## config.mk

```make
export PLATFORM = sky130hd
export DESIGN_NAME = frame_ring_ctrl
export DESIGN_NICKNAME = d
export VERILOG_FILES = /design/src/rtl/frc_pkg.sv /design/src/rtl/frc_slot_flags.sv /design/src/rtl/frc_write_ptr.sv /design/src/rtl/frc_read_sel.sv /design/src/rtl/frame_ring_ctrl.sv
export SDC_FILE = /design/constraint.sdc
export NUM_CORES = 1
export LEC_CHECK = 0
export BUFFER_PORTS_ARGS = -buffer_cell sky130_fd_sc_hd__buf_4
export CORE_MARGIN = 3
export CORE_UTILIZATION = 60
export CTS_BUF_LIST = sky130_fd_sc_hd__clkbuf_4
export CTS_CLUSTER_SIZE = 28
export DETAILED_ROUTE_END_ITERATION = 8
export PLACE_DENSITY_LB_ADDON = 0.25
export SLEW_MARGIN = 30
export SYNTH_ARGS = -nofsm -noshare
export SYNTH_HDL_FRONTEND = slang
export SYNTH_SLANG_ARGS = --single-unit
```

## constraint.sdc

```tcl
create_clock -name clk_i -period 3.65 [get_ports clk_i]
set_input_delay 0.1825 -clock clk_i [delete_from_list [all_inputs] [get_ports clk_i]]
set_output_delay 0.1825 -clock clk_i [all_outputs]
set_load 0.01 [all_outputs]
```

## src/rtl/frc_pkg.sv

```systemverilog
`timescale 1ns/1ps
package frc_pkg;
  // modular step around the slot ring
  function automatic int unsigned ring_add(input int unsigned s, input int unsigned d,
                                           input int unsigned n);
    return (s + d) % n;
  endfunction
endpackage

```

## src/rtl/frc_slot_flags.sv

```systemverilog
`timescale 1ns/1ps
module frc_slot_flags #(
  parameter int unsigned NUM_SLOTS = 4,
  localparam int unsigned IDX_W = $clog2(NUM_SLOTS)
) (
  input  logic                 clk_i,
  input  logic                 rst_ni,
  input  logic                 set_en_i,
  input  logic [IDX_W-1:0]     set_idx_i,
  input  logic                 rel_en_i,
  input  logic [IDX_W-1:0]     rel_idx_i,
  input  logic                 ovw_en_i,
  input  logic [IDX_W-1:0]     ovw_idx_i,
  output logic [NUM_SLOTS-1:0] fresh_o
);
  for (genvar g = 0; g < NUM_SLOTS; g++) begin : g_slot
    logic hit_set, hit_clr;
    assign hit_set = set_en_i && (set_idx_i == IDX_W'(g));
    assign hit_clr = (rel_en_i && (rel_idx_i == IDX_W'(g))) ||
                     (ovw_en_i && (ovw_idx_i == IDX_W'(g)));
    always_ff @(posedge clk_i or negedge rst_ni) begin
      if (!rst_ni)      fresh_o[g] <= 1'b0;
      else if (hit_set) fresh_o[g] <= 1'b1;
      else if (hit_clr) fresh_o[g] <= 1'b0;
    end
  end
endmodule

```

## src/rtl/frc_write_ptr.sv

```systemverilog
`timescale 1ns/1ps
module frc_write_ptr
  import frc_pkg::*;
#(
  parameter int unsigned NUM_SLOTS = 4,
  localparam int unsigned IDX_W = $clog2(NUM_SLOTS)
) (
  input  logic             clk_i,
  input  logic             rst_ni,
  input  logic             wr_done_i,
  input  logic             excl_en_i,
  input  logic [IDX_W-1:0] excl_idx_i,
  output logic [IDX_W-1:0] wr_slot_o,
  output logic [IDX_W-1:0] wr_next_o,
  output logic             wr_move_o
);
  logic [IDX_W-1:0] step1, step2;

  assign step1 = IDX_W'(ring_add(int'(wr_slot_o), 1, NUM_SLOTS));
  assign step2 = IDX_W'(ring_add(int'(wr_slot_o), 2, NUM_SLOTS));
  // skip the slot the reader holds
  assign wr_next_o = (excl_en_i && (step1 == excl_idx_i)) ? step2 : step1;
  assign wr_move_o = wr_done_i;

  always_ff @(posedge clk_i or negedge rst_ni) begin
    if (!rst_ni)        wr_slot_o <= '0;
    else if (wr_done_i) wr_slot_o <= wr_next_o;
  end
endmodule

```

## src/rtl/frc_read_sel.sv

```systemverilog
`timescale 1ns/1ps
module frc_read_sel
  import frc_pkg::*;
#(
  parameter int unsigned NUM_SLOTS = 4,
  localparam int unsigned IDX_W = $clog2(NUM_SLOTS)
) (
  input  logic                 clk_i,
  input  logic                 rst_ni,
  input  logic                 rd_start_i,
  input  logic [NUM_SLOTS-1:0] fresh_i,
  output logic [IDX_W-1:0]     rd_slot_o,
  output logic                 rd_valid_o,
  output logic [IDX_W-1:0]     pick_o,
  output logic                 take_o
);
  logic             found;
  logic [IDX_W-1:0] cand;

  // nearest fresh slot ahead wins: scan far to near
  always_comb begin
    found  = 1'b0;
    pick_o = rd_slot_o;
    cand   = '0;
    for (int k = NUM_SLOTS - 1; k >= 1; k--) begin
      cand = IDX_W'(ring_add(int'(rd_slot_o), k, NUM_SLOTS));
      if (fresh_i[cand]) begin
        found  = 1'b1;
        pick_o = cand;
      end
    end
  end

  assign take_o = rd_start_i && found;

  always_ff @(posedge clk_i or negedge rst_ni) begin
    if (!rst_ni) begin
      rd_slot_o  <= IDX_W'(NUM_SLOTS - 1);
      rd_valid_o <= 1'b0;
    end else if (take_o) begin
      rd_slot_o  <= pick_o;
      rd_valid_o <= 1'b1;
    end
  end
endmodule

```

## src/rtl/frame_ring_ctrl.sv

```systemverilog
`timescale 1ns/1ps
module frame_ring_ctrl #(
  parameter int unsigned NUM_SLOTS = 4,
  localparam int unsigned IDX_W = $clog2(NUM_SLOTS)
) (
  input  logic             clk_i,
  input  logic             rst_ni,
  input  logic             wr_done_i,
  input  logic             rd_start_i,
  input  logic             rd_done_i,
  output logic [IDX_W-1:0] wr_slot_o,
  output logic [IDX_W-1:0] rd_slot_o,
  output logic             rd_valid_o
);
  logic [NUM_SLOTS-1:0] fresh;
  logic [IDX_W-1:0]     wr_next, rd_pick, excl_idx;
  logic                 wr_move, rd_take, excl_en;

  // reader reservation: new pick this cycle, else the slot on display
  assign excl_en  = rd_take || rd_valid_o;
  assign excl_idx = rd_take ? rd_pick : rd_slot_o;

  frc_slot_flags #(.NUM_SLOTS(NUM_SLOTS)) u_flags (
    .clk_i     (clk_i),
    .rst_ni    (rst_ni),
    .set_en_i  (wr_done_i),
    .set_idx_i (wr_slot_o),
    .rel_en_i  (rd_done_i && rd_valid_o),
    .rel_idx_i (rd_slot_o),
    .ovw_en_i  (wr_move),
    .ovw_idx_i (wr_next),
    .fresh_o   (fresh)
  );

  frc_write_ptr #(.NUM_SLOTS(NUM_SLOTS)) u_wr (
    .clk_i      (clk_i),
    .rst_ni     (rst_ni),
    .wr_done_i  (wr_done_i),
    .excl_en_i  (excl_en),
    .excl_idx_i (excl_idx),
    .wr_slot_o  (wr_slot_o),
    .wr_next_o  (wr_next),
    .wr_move_o  (wr_move)
  );

  frc_read_sel #(.NUM_SLOTS(NUM_SLOTS)) u_rd (
    .clk_i      (clk_i),
    .rst_ni     (rst_ni),
    .rd_start_i (rd_start_i),
    .fresh_i    (fresh),
    .rd_slot_o  (rd_slot_o),
    .rd_valid_o (rd_valid_o),
    .pick_o     (rd_pick),
    .take_o     (rd_take)
  );
endmodule

```

==> impl_metrics.csv, run 1 <==
group,metric,value,unit
yosys,post-synth-top-area-fraction,19.55,%
routing,final_antenna_net_count,0,
cells_and_area,nFillCells,117,
cells_and_area,final_layout_size_suffix_gt1_share,18.92,%
cells_and_area,syn_to_final_growth,11.17,%
worst_setup_path,startpoint_type,"flop",
flow_run,max_cap_violations,0,
routing,drc,0,
clock_network,cts_tree,"done",
clock_network,worst_skew_pair.late_latency,270,ps
yosys,synth.ff_latch_count,9,
sta,period_minus_slack,3172,ps
grt,antenna_found_initial,0,
sta,max_freq,315.3,MHz
routing,post_drt_via_cell_ratio,6.659,
power,power_report.internal_total,0.5251,mW
placement,dp_worst_setup_slack,519.1,ps
sta,final_critical_path_setup_slack,478.0,ps
placement,gp_congestion,0.8673,
power,share_clk_of_total_power,8.0,%
floorplanning,core,1350,um^2
grt,grt_overflow_total,0,
yosys,synth.top_cells.by_area,"sky130_fd_sc_hd__dfrtp_1 20%, sky130_fd_sc_hd__ha_1 11%, sky130_fd_sc_hd__dfstp_2 5.9%",
worst_setup_path,timing.critical_path.slowest_stage_cell,"sky130_fd_sc_hd__dfstp_2",
grt,grt_pass1_vias,790,
yosys,synth_seq_area_share,25.42,%
grt,global_route_wire_length_before_repair,3.532,mm
floorplanning,rows,13,
sta,setup_viol,0,
routing,first_iter_violations,38,
floorplanning,die_height,44.64,um
cells_and_area,fin_nets,125,
clock_network,clock_tree.htree_level_count,1,
worst_setup_path,crit_chain,"inv_1 -> ha_1 -> o221ai_1 -> a211oi_2 -> mux2i_2 -> or4b_1 -> and3_1 -> a221o_1",
worst_setup_path,data_arrival_time_of_the_critical_path,3320,ps
worst_setup_path,slowest_delay,660,ps
worst_setup_path,setup.worst_path.class,"reg -> reg",
power,power_frac_comb,66.4,%
clock_network,clk_pin_slew_worst_paths,60,ps
yosys,synth_fp_nets,115,
power,switching_share,50.24,%
floorplanning,chipWidth,44.64,um
power,power.switching,0.5302,mW
power,peakVddDrop,0.6313,mV
clock_network,clock-sinks,9,
yosys,post-synth-top-area-cell,"sky130_fd_sc_hd__dfrtp_1",
clock_network,cts_made_buffers,3,
sta,slew_headroom,77.17,%
clock_network,cts-root-buf,"sky130_fd_sc_hd__clkbuf_4",
floorplanning,dieArea,1993,um^2
min_path,worst_hold_path_type,"in -> reg",
routing,route.detailed.wl_per_inst,17.08,um
power,leakagePower,0.4426,nW
placement,dp_cells,121,
power,seq_power_share,25.6,%
routing,routed-via-count,839,
yosys,synth_ff_type,"sky130_fd_sc_hd__dfrtp_1",
sta,maxSlewViolCount,0,
placement,placed_wire_length_estimate_after_detailed_placement,1.652,mm
grt,grt_usage,24.54,%
sta,finalHoldWorstSlack,223.3,ps
placement,post_dp_cell_area,955.9,um^2
yosys,yosysWarningCount,0,
power,power_density,1060,nW/um^2
power,p_total,1.055,mW
run_status,status,"finished, final reports clean",
floorplanning,io-pin-count,10,
worst_setup_path,cp_data_required_time,3790,ps
cells_and_area,fin_area,996.0,um^2
clock_network,postCtsResizedCells,0,
sta,tns,0,ps
yosys,synth_area_per_cell,8.783,um^2
placement,buffer_ports.inserted,9,
clock_network,postCtsSetupBuffers,0,
sta,layout_worst_path_cycle_share,86.90,%
cells_and_area,final-instance-count-excl-fill,126,
routing,drt-total-wl,2.152,mm
sta,timing.clock.skew,3.599,ps
routing,drtPass1Iterations,4,
yosys,synth_edf_count,0,
yosys,number_of_instances_in_the_synthesized_netlist,102,
yosys,synth-async-reset-ratio,100.0,%
worst_setup_path,worstPathMaxFanout,11,
yosys,post_synthesis_cell_area,895.9,um^2
floorplanning,initial_core_util,66.36,%
cells_and_area,antenna_diode_count,0,
grt,maximum_number_of_pins_on_one_net_before_global_route_repair,17,
sta,grt_setup_unrepaired,"no",
yosys,synth_cell_type_count,45,
worst_setup_path,critical_path_capture_point_type,"flop",
sta,timing_worst_slew_pin_value,341.8,ps
cells_and_area,postLayoutCoreUtil,73.77,%
clock_network,clockBufferDepth,2,
sta,count_of_endpoints_failing_hold_in_the_final_timing_report,0,
[layer usage]
layer | part of all wire (%) | GRT usage, % | wire length (um) | vias up
met5 | 0 | 0 | 0 | -
met3 | 7.8 | 4.878 | 167 | 4
li1 | - | - | - | 404
met2 | 47 | 40.69 | 1011 | 37
met1 | 44 | 30.60 | 947 | 394
met4 | 1.2 | 10.24 | 25 | 0
[registers in the layout, indices dropped and copies added, names as in the netlist]
| name | flops |
|---|---|
| u_flags.fresh_o | 4 |
| u_rd.rd_slot_o | 2 |
| u_wr.wr_slot_o | 2 |
| u_rd.rd_valid_o | 1 |
[layout by cell type (no fill, tap or decap), types with 2 or more instances in the layout]
master	n
sky130_fd_sc_hd__a221o_1	2
sky130_fd_sc_hd__inv_1	10
sky130_fd_sc_hd__and3_1	2
sky130_fd_sc_hd__clkbuf_4	4
sky130_fd_sc_hd__a21oi_1	4
sky130_fd_sc_hd__nand3_1	3
sky130_fd_sc_hd__o221ai_1	2
sky130_fd_sc_hd__and2_1	2
sky130_fd_sc_hd__dfrtp_1	7
sky130_fd_sc_hd__ha_1	8
sky130_fd_sc_hd__nor2_1	6
sky130_fd_sc_hd__buf_4	9
sky130_fd_sc_hd__o211ai_1	5
sky130_fd_sc_hd__o21ai_0	2
sky130_fd_sc_hd__nand3b_1	2
sky130_fd_sc_hd__dfstp_2	2
sky130_fd_sc_hd__mux2i_1	2
sky130_fd_sc_hd__nand4bb_1	2
sky130_fd_sc_hd__mux2_2	2
sky130_fd_sc_hd__nand2_1	10
[logic make-up (layout without fill, tap and decap cells)]
group | count (synthesis) | count (layout) | synth area share, %
flip-flops | 9 | 9 | 25.42
adder cells (fa/ha/maj) | 8 | 8 | 11.17
AND/OR/NAND/NOR | 34 | 34 | 21.37
buffers and inverters | 15 | 24 | 7.123
multiplexers | 5 | 5 | 6.284
XOR/XNOR | 1 | 1 | 0.9778
AO/OA/AOI/OAI | 30 | 30 | 27.66
[final cells by class]
cell class | count | area, um^2 | share of cell area [%]
Multi-Input combinational cell | 78 | 604.3 | 60.68
Clock buffer | 4 | 30.03 | 3.015
Timing Repair Buffer | 10 | 77.57 | 7.789
Inverter | 10 | 37.54 | 3.769
Tap cell | 15 | 18.77 | 1.884
Sequential cell | 9 | 227.7 | 22.86
[power by group through the flow]
stage,combinational [mW],clock [mW],sequential (mW)
after floorplan,0.572,0,0.219
after global placement,0.659,0,0.266
after detailed placement,0.686,0,0.269
after CTS,0.690,0.0871,0.268
after global routing,0.763,0.0930,0.281
final,0.701,0.0843,0.270
[synth_stat cells, drive strengths merged, types with 2 or more instances]
library cell and count:
inv 10, nand2 10, ha 8, dfrtp 7
nor2 6, buf 5, o211ai 5, a21oi 4
mux2i 3, nand3 3, o21ai 3, a221o 2
and2 2, and3 2, dfstp 2, mux2 2
nand3b 2, nand4bb 2, o221ai 2, or3 2
[final timing paths]
check	start	endpoint	slack [ps]	depth (start not counted)
setup / recovery	u_rd.rd_slot_o[0]$_DFF_PN1_	u_flags.fresh_o[1]$_DFFE_PN0P_	480	8
hold / removal	wr_done_i	u_wr.wr_slot_o[0]$_DFFE_PN0P_	220	2
setup reg to reg	u_rd.rd_slot_o[0]$_DFF_PN1_	u_flags.fresh_o[1]$_DFFE_PN0P_	480	8
hold reg to reg	u_rd.rd_valid_o$_DFFE_PN0N_	u_rd.rd_valid_o$_DFFE_PN0N_	600	1
max in group asynchronous	rst_ni	u_rd.rd_slot_o[0]$_DFF_PN1_	3130	2
min in group asynchronous	rst_ni	u_wr.wr_slot_o[0]$_DFFE_PN0P_	300	2
[worst max-delay path, delay by kind of cell (launching register included)]
kind,cells,cell delay [ps]
compound gates,3,820
mux,1,150
flops,1,660
fa+ha+maj,1,510
simple gates,2,720
buf+inv,1,180
[repair_timing]
item,CTS,global route
endpoints found under the hold margin,9,0
hold buffers,1,0
setup endpoints to repair,0,0
No activity file was read; power rests on OpenSTA's default activity.
==> run 2: changes to the inputs <==
--- a/config.mk
+++ b/config.mk
@@ -7,7 +7,7 @@
 export LEC_CHECK = 0
 export BUFFER_PORTS_ARGS = -buffer_cell sky130_fd_sc_hd__buf_4
 export CORE_MARGIN = 3
-export CORE_UTILIZATION = 60
+export CORE_UTILIZATION = 56
 export CTS_BUF_LIST = sky130_fd_sc_hd__clkbuf_4
 export CTS_CLUSTER_SIZE = 28
 export DETAILED_ROUTE_END_ITERATION = 8
==> run 2 against run 1 <==
Cell count stayed put. Sequential cell count stayed put. Sequential power hardly changed. Die area is 6.2% higher. Routed wire length is 1.2% higher. Largest power group unchanged.
==> impl_metrics.csv, run 2 (synthesis results as in run 1) <==
group,metric,value,unit
run_status,status,"finished, final reports clean",
routing,final_antenna_net_count,0,
clock_network,cts-root-buf,"sky130_fd_sc_hd__clkbuf_4",
cells_and_area,final-instance-count-excl-fill,126,
sta,layout_worst_path_cycle_share,87.19,%
placement,gp_congestion,0.9030,
flow_run,max_cap_violations,0,
cells_and_area,layout.cells.most_common_list,"10 x sky130_fd_sc_hd__inv_1, 10 x sky130_fd_sc_hd__nand2_1, 9 x sky130_fd_sc_hd__buf_4",
placement,dp_cells,121,
floorplanning,io-pin-count,10,
cells_and_area,fin_nets,125,
worst_setup_path,worst-path-buf-inv,1,
clock_network,cts_made_buffers,3,
routing,routed-via-count,870,
worst_setup_path,cp_data_required_time,3820,ps
grt,grt_usage,23.68,%
grt,maximum_number_of_pins_on_one_net_before_global_route_repair,17,
sta,maxSlewViolCount,0,
worst_setup_path,setup.worst_path.class,"reg -> reg",
power,peakVddDrop,0.5794,mV
power,p_total,1.057,mW
sta,finalHoldWorstSlack,210.5,ps
sta,tns,0,ps
grt,grt_overflow_total,0,
placement,buffer_ports.inserted,9,
worst_setup_path,worstPathMaxFanout,16,
routing,drtPass1Iterations,4,
worst_setup_path,slowest_delay,710,ps
floorplanning,core,1399,um^2
worst_setup_path,critPathTopFamily,"compound AO/OA/AOI/OAI gates",
clock_network,clk_pin_slew_worst_paths,70,ps
sta,period_minus_slack,3182,ps
cells_and_area,largest-register,"u_flags.fresh_o",
routing,first_iter_violations,54,
routing,post_drt_via_cell_ratio,6.905,
cells_and_area,fin_area,993.5,um^2
min_path,worst_hold_path_type,"in -> reg",
cells_and_area,layout_top_registers,"u_flags.fresh_o x4, u_rd.rd_slot_o x2, u_wr.wr_slot_o x2",
cells_and_area,syn_to_final_growth,10.89,%
cells_and_area,postLayoutCoreUtil,71.02,%
cells_and_area,final_layout_size_suffix_gt1_share,18.92,%
sta,slew_headroom,75.25,%
clock_network,clock-sinks,9,
power,leakagePower,0.4419,nW
routing,drc,0,
sta,timing_worst_slew_pin_value,368.8,ps
sta,setup_viol,0,
routing,drt-total-wl,2.177,mm
worst_setup_path,data_arrival_time_of_the_critical_path,3350,ps
worst_setup_path,critical_path_capture_point_type,"flop",
clock_network,clock_tree.htree_level_count,1,
sta,max_freq,314.2,MHz
placement,post_dp_cell_area,955.9,um^2
grt,grt_pass1_vias,801,
worst_setup_path,crit_chain,"inv_1 -> ha_1 -> o221ai_1 -> a211oi_2 -> mux2i_2 -> or4b_1 -> and3_1 -> a221o_1",
clock_network,worst_skew_pair.late_latency,280,ps
worst_setup_path,timing.critical_path.slowest_stage_cell,"sky130_fd_sc_hd__dfstp_2",
floorplanning,die_height,46.00,um
grt,global_route_wire_length_before_repair,3.519,mm
floorplanning,rows,13,
cells_and_area,largest_register_ffs,4,
placement,placed_wire_length_estimate_after_detailed_placement,1.615,mm
sta,count_of_endpoints_failing_hold_in_the_final_timing_report,0,
floorplanning,dieArea,2116,um^2
floorplanning,chipWidth,46.00,um
clock_network,cts_tree,"done",
grt,antenna_found_initial,0,
clock_network,clockBufferDepth,2,
clock_network,postCtsResizedCells,0,
sta,final_critical_path_setup_slack,467.6,ps
floorplanning,initial_core_util,64.04,%
sta,timing.clock.skew,2.279,ps
cells_and_area,nFillCells,120,
routing,route.detailed.wl_per_inst,17.28,um
cells_and_area,antenna_diode_count,0,
placement,dp_worst_setup_slack,537.6,ps
power,power_density,1064,nW/um^2
worst_setup_path,startpoint_type,"flop",
sta,grt_setup_unrepaired,"no",
run 2: area by class of cell:
type | count | area [um^2] | area share [%]
clock inverter | 1 | 5.005 | 0.5038
sequential | 9 | 227.7 | 22.92
timing repair buffer | 10 | 77.57 | 7.809
multi-input combinational | 78 | 604.3 | 60.83
tap | 15 | 18.77 | 1.889
clock buffer | 3 | 22.52 | 2.267
inverter | 10 | 37.54 | 3.778
run 2: what timing repair did:
action,4_1_cts,5_1_grt
hold buffers,1,0
buffers inserted,0,0
endpoints found under the hold margin,9,0
run 2: final timing paths:
kind | from | to | slack [ps] | depth (start not counted)
setup / recovery | u_rd.rd_slot_o[1]$_DFF_PN1_ | u_flags.fresh_o[1]$_DFFE_PN0P_ | 470 | 8
hold / removal | wr_done_i | u_flags.fresh_o[2]$_DFFE_PN0P_ | 210 | 3
setup reg to reg | u_rd.rd_slot_o[1]$_DFF_PN1_ | u_flags.fresh_o[1]$_DFFE_PN0P_ | 470 | 8
hold reg to reg | u_rd.rd_valid_o$_DFFE_PN0N_ | u_rd.rd_valid_o$_DFFE_PN0N_ | 600 | 1
max in group asynchronous | rst_ni | u_rd.rd_slot_o[1]$_DFF_PN1_ | 3150 | 2
min in group asynchronous | rst_ni | u_wr.wr_slot_o[0]$_DFFE_PN0P_ | 280 | 2
run 2: per-layer routing:
metal,part of all wire [%],GRT usage (%),up-vias
li1,-,-,399
met1,42,31.10,404
met2,45,36.26,55
met3,9.7,4.348,12
met4,2.4,12.50,0
met5,0,0,-
run 2: power by group:
part / internal, mW / switching (mW) / total [mW]
registers: 0.157 / 0.111 / 0.269
clock network: 0.0407 / 0.0436 / 0.0843
logic: 0.318 / 0.385 / 0.704
total: 0.516 / 0.540 / 1.06
run 2: worst reg2reg max path, stage by stage, from the launching register on:
cell and delay [ps]:
sky130_fd_sc_hd__dfstp_2 710, sky130_fd_sc_hd__inv_1 170, sky130_fd_sc_hd__ha_1 490, sky130_fd_sc_hd__o221ai_1 200
sky130_fd_sc_hd__a211oi_2 390, sky130_fd_sc_hd__mux2i_2 150, sky130_fd_sc_hd__or4b_1 510, sky130_fd_sc_hd__and3_1 200
sky130_fd_sc_hd__a221o_1 250
==> run 3: changes to the inputs <==
--- a/config.mk
+++ b/config.mk
@@ -8,9 +8,9 @@
 export BUFFER_PORTS_ARGS = -buffer_cell sky130_fd_sc_hd__buf_4
 export CORE_MARGIN = 3
 export CORE_UTILIZATION = 56
-export CTS_BUF_LIST = sky130_fd_sc_hd__clkbuf_4
 export CTS_CLUSTER_SIZE = 28
 export DETAILED_ROUTE_END_ITERATION = 8
+export GPL_TIMING_DRIVEN = 0
 export PLACE_DENSITY_LB_ADDON = 0.25
 export SLEW_MARGIN = 30
 export SYNTH_ARGS = -nofsm -noshare
==> constraint.sdc (replaced) <==
create_clock -name clk_i -period 4 [get_ports clk_i]
set_input_delay 0.2 -clock clk_i [delete_from_list [all_inputs] [get_ports clk_i]]
set_output_delay 0.2 -clock clk_i [all_outputs]
set_load 0.01 [all_outputs]
==> run 3 against run 2 <==
Combinational power is 2% lower. Routed wire length is 2.2% lower. Power is 8.0% lower. Cell count is 3.2% higher. Utilization is 1.3 points higher. Global-route usage is 0.16 points lower. Sequential share of layout area is 0.40 points lower. Die area stayed put. Final area is 1.8% higher. Clock skew hardly changed. Largest power group unchanged. Highest routed layer unchanged.
==> impl_metrics.csv, run 3 (synthesis results as in run 1) <==
group,metric,value,unit
floorplanning,chipWidth,46.00,um
sta,maxSlewViolCount,0,
sta,layout_worst_path_cycle_share,80.32,%
clock_network,postCtsSetupBuffers,0,
floorplanning,core,1399,um^2
sta,slew_headroom,72.26,%
floorplanning,initial_core_util,64.04,%
placement,dp_worst_setup_slack,806.6,ps
grt,grt_overflow_total,0,
floorplanning,dieArea,2116,um^2
sta,tns,0,ps
sta,period_minus_slack,3213,ps
clock_network,clock_tree.htree_level_count,1,
flow_run,max_cap_violations,0,
grt,grtUsageMet2,37.64,%
cells_and_area,syn_to_final_growth,12.85,%
grt,antenna_found_initial,0,
routing,post_drt_via_cell_ratio,6.700,
floorplanning,io-pin-count,10,
worst_setup_path,worstPathMaxFanout,10,
power,power_frac_comb,71.0,%
power,leakagePower,0.4526,nW
cells_and_area,largest_register_ffs,4,
clock_network,clock-sinks,9,
cells_and_area,fin_nets,129,
cells_and_area,final-instance-count-excl-fill,130,
sta,timing.clock.skew,2.002,ps
grt,met1_usage,30.86,%
grt,grt.met3_usage,7.510,%
sta,grt_setup_unrepaired,"no",
cells_and_area,antenna_diode_count,0,
routing,route.detailed.wl_per_inst,16.38,um
cells_and_area,largest-register,"u_flags.fresh_o",
power,power_report.internal_total,0.4859,mW
run_status,status,"finished, final reports clean",
sta,count_of_endpoints_failing_hold_in_the_final_timing_report,0,
grt,grt_pass1_vias,814,
clock_network,cts_made_buffers,3,
routing,routed-via-count,871,
grt,grt_usage,23.52,%
worst_setup_path,critical_path_capture_point_type,"flop",
cells_and_area,nFillCells,116,
cells_and_area,ff_latch_area,227.7,um^2
cells_and_area,layout_top_registers,"u_flags.fresh_o x4, u_rd.rd_slot_o x2, u_wr.wr_slot_o x2",
clock_network,clockBufferDepth,2,
power,p_total,0.9718,mW
clock_network,cts_tree,"done",
floorplanning,rows,13,
worst_setup_path,cp_data_required_time,4150,ps
worst_setup_path,startpoint_type,"flop",
placement,dp_cells,125,
routing,first_iter_violations,27,
routing,drt-total-wl,2.130,mm
power,seq_power_share,21.9,%
placement,post_dp_cell_area,974.7,um^2
grt,global_route.peak_usage_layer,"met2",
cells_and_area,final_layout_size_suffix_gt1_share,20.00,%
clock_network,cts-root-buf,"sky130_fd_sc_hd__clkbuf_4",
power,power_density,961.3,nW/um^2
cells_and_area,area_of_the_multi_input_gates,604.3,um^2
clock_network,clk_pin_slew_worst_paths,60,ps
sta,setup_viol,0,
routing,drtPass1Iterations,4,
worst_setup_path,data_arrival_time_of_the_critical_path,3360,ps
placement,gp_congestion,0.9294,
placement,placed_wire_length_estimate_after_detailed_placement,1.534,mm
sta,timing_worst_slew_pin_value,416.1,ps
power,peakVddDrop,0.5344,mV
placement,buffer_ports.inserted,8,
grt,maximum_number_of_pins_on_one_net_before_global_route_repair,11,
grt,global_route_wire_length_before_repair,3.567,mm
power,power.switching,0.4859,mW
min_path,worst_hold_path_type,"in -> async",
cells_and_area,layout.cells.most_common_list,"10 x sky130_fd_sc_hd__inv_1, 10 x sky130_fd_sc_hd__nand2_1, 9 x sky130_fd_sc_hd__buf_4",
floorplanning,die_height,46.00,um
sta,finalHoldWorstSlack,284.2,ps
clock_network,worst_skew_pair.late_latency,260,ps
routing,drc,0,
sta,final_critical_path_setup_slack,787.2,ps
power,switching_share,50.00,%
cells_and_area,fin_area,1011,um^2
power,share_clk_of_total_power,7.1,%
sta,max_freq,311.3,MHz
worst_setup_path,setup.worst_path.class,"reg -> reg",
routing,final_antenna_net_count,0,
cells_and_area,postLayoutCoreUtil,72.27,%
[run 3: cell count changes in the layout (fill, tap and decap cells not counted), sizes merged]
cell	before	now
clkinv	1	0
buf	9	13
clkbuf	3	4
[run 3: power groups by stage]
stage / sequential, mW / clock (mW) / combinational, mW
after floorplan: 0.200 / 0 / 0.522
after global placement: 0.207 / 0 / 0.653
after detailed placement: 0.212 / 0 / 0.672
after CTS: 0.211 / 0.0725 / 0.675
after global routing: 0.221 / 0.0786 / 0.756
final: 0.213 / 0.0694 / 0.690
[run 3: final timing paths]
path,slack (ps),cells after the start,startpoint,endpoint
min in group clk_i,380,3,wr_done_i,u_flags.fresh_o[3]$_DFFE_PN0P_
max,790,10,u_rd.rd_slot_o[1]$_DFF_PN1_,u_flags.fresh_o[1]$_DFFE_PN0P_
max reg2reg,790,10,u_rd.rd_slot_o[1]$_DFF_PN1_,u_flags.fresh_o[1]$_DFFE_PN0P_
min reg2reg,600,1,u_rd.rd_valid_o$_DFFE_PN0N_,u_rd.rd_valid_o$_DFFE_PN0N_
max in group asynchronous,3500,2,rst_ni,u_rd.rd_slot_o[1]$_DFF_PN1_
min,280,2,rst_ni,u_flags.fresh_o[2]$_DFFE_PN0P_
[run 3: layer usage]
metal | part of all wire (%) | routed length [um] | up-vias
met3 | 7.6 | 162 | 2
met4 | 0.38 | 8 | 0
met2 | 47 | 1007 | 39
met1 | 45 | 951 | 417
met5 | 0 | 0 | -
li1 | - | - | 413
[run 3: repair_timing]
item | in CTS | in global routing
gates resized for setup | 0 | 0
hold endpoints to repair | 9 | 0
hold buffers | 1 | 0
[run 3: worst max-delay path, cell delays in order (launching register included)]
cell and delay [ps]:
sky130_fd_sc_hd__dfstp_2 600, sky130_fd_sc_hd__buf_2 230, sky130_fd_sc_hd__inv_1 130, sky130_fd_sc_hd__ha_1 300, sky130_fd_sc_hd__buf_2 200, sky130_fd_sc_hd__o221ai_1 160, sky130_fd_sc_hd__a211oi_2 370, sky130_fd_sc_hd__mux2i_2 150
sky130_fd_sc_hd__or4b_1 510, sky130_fd_sc_hd__and3_1 200, sky130_fd_sc_hd__a221o_1 250
[run 3: cell type report]
class / count / area share, %
buffer: 5 / 2.599
clock buffer: 4 / 2.599
tap: 15 / 1.856
multi-input combinational: 78 / 59.78
inverter: 10 / 3.713
timing repair buffer: 9 / 6.931
sequential: 9 / 22.52
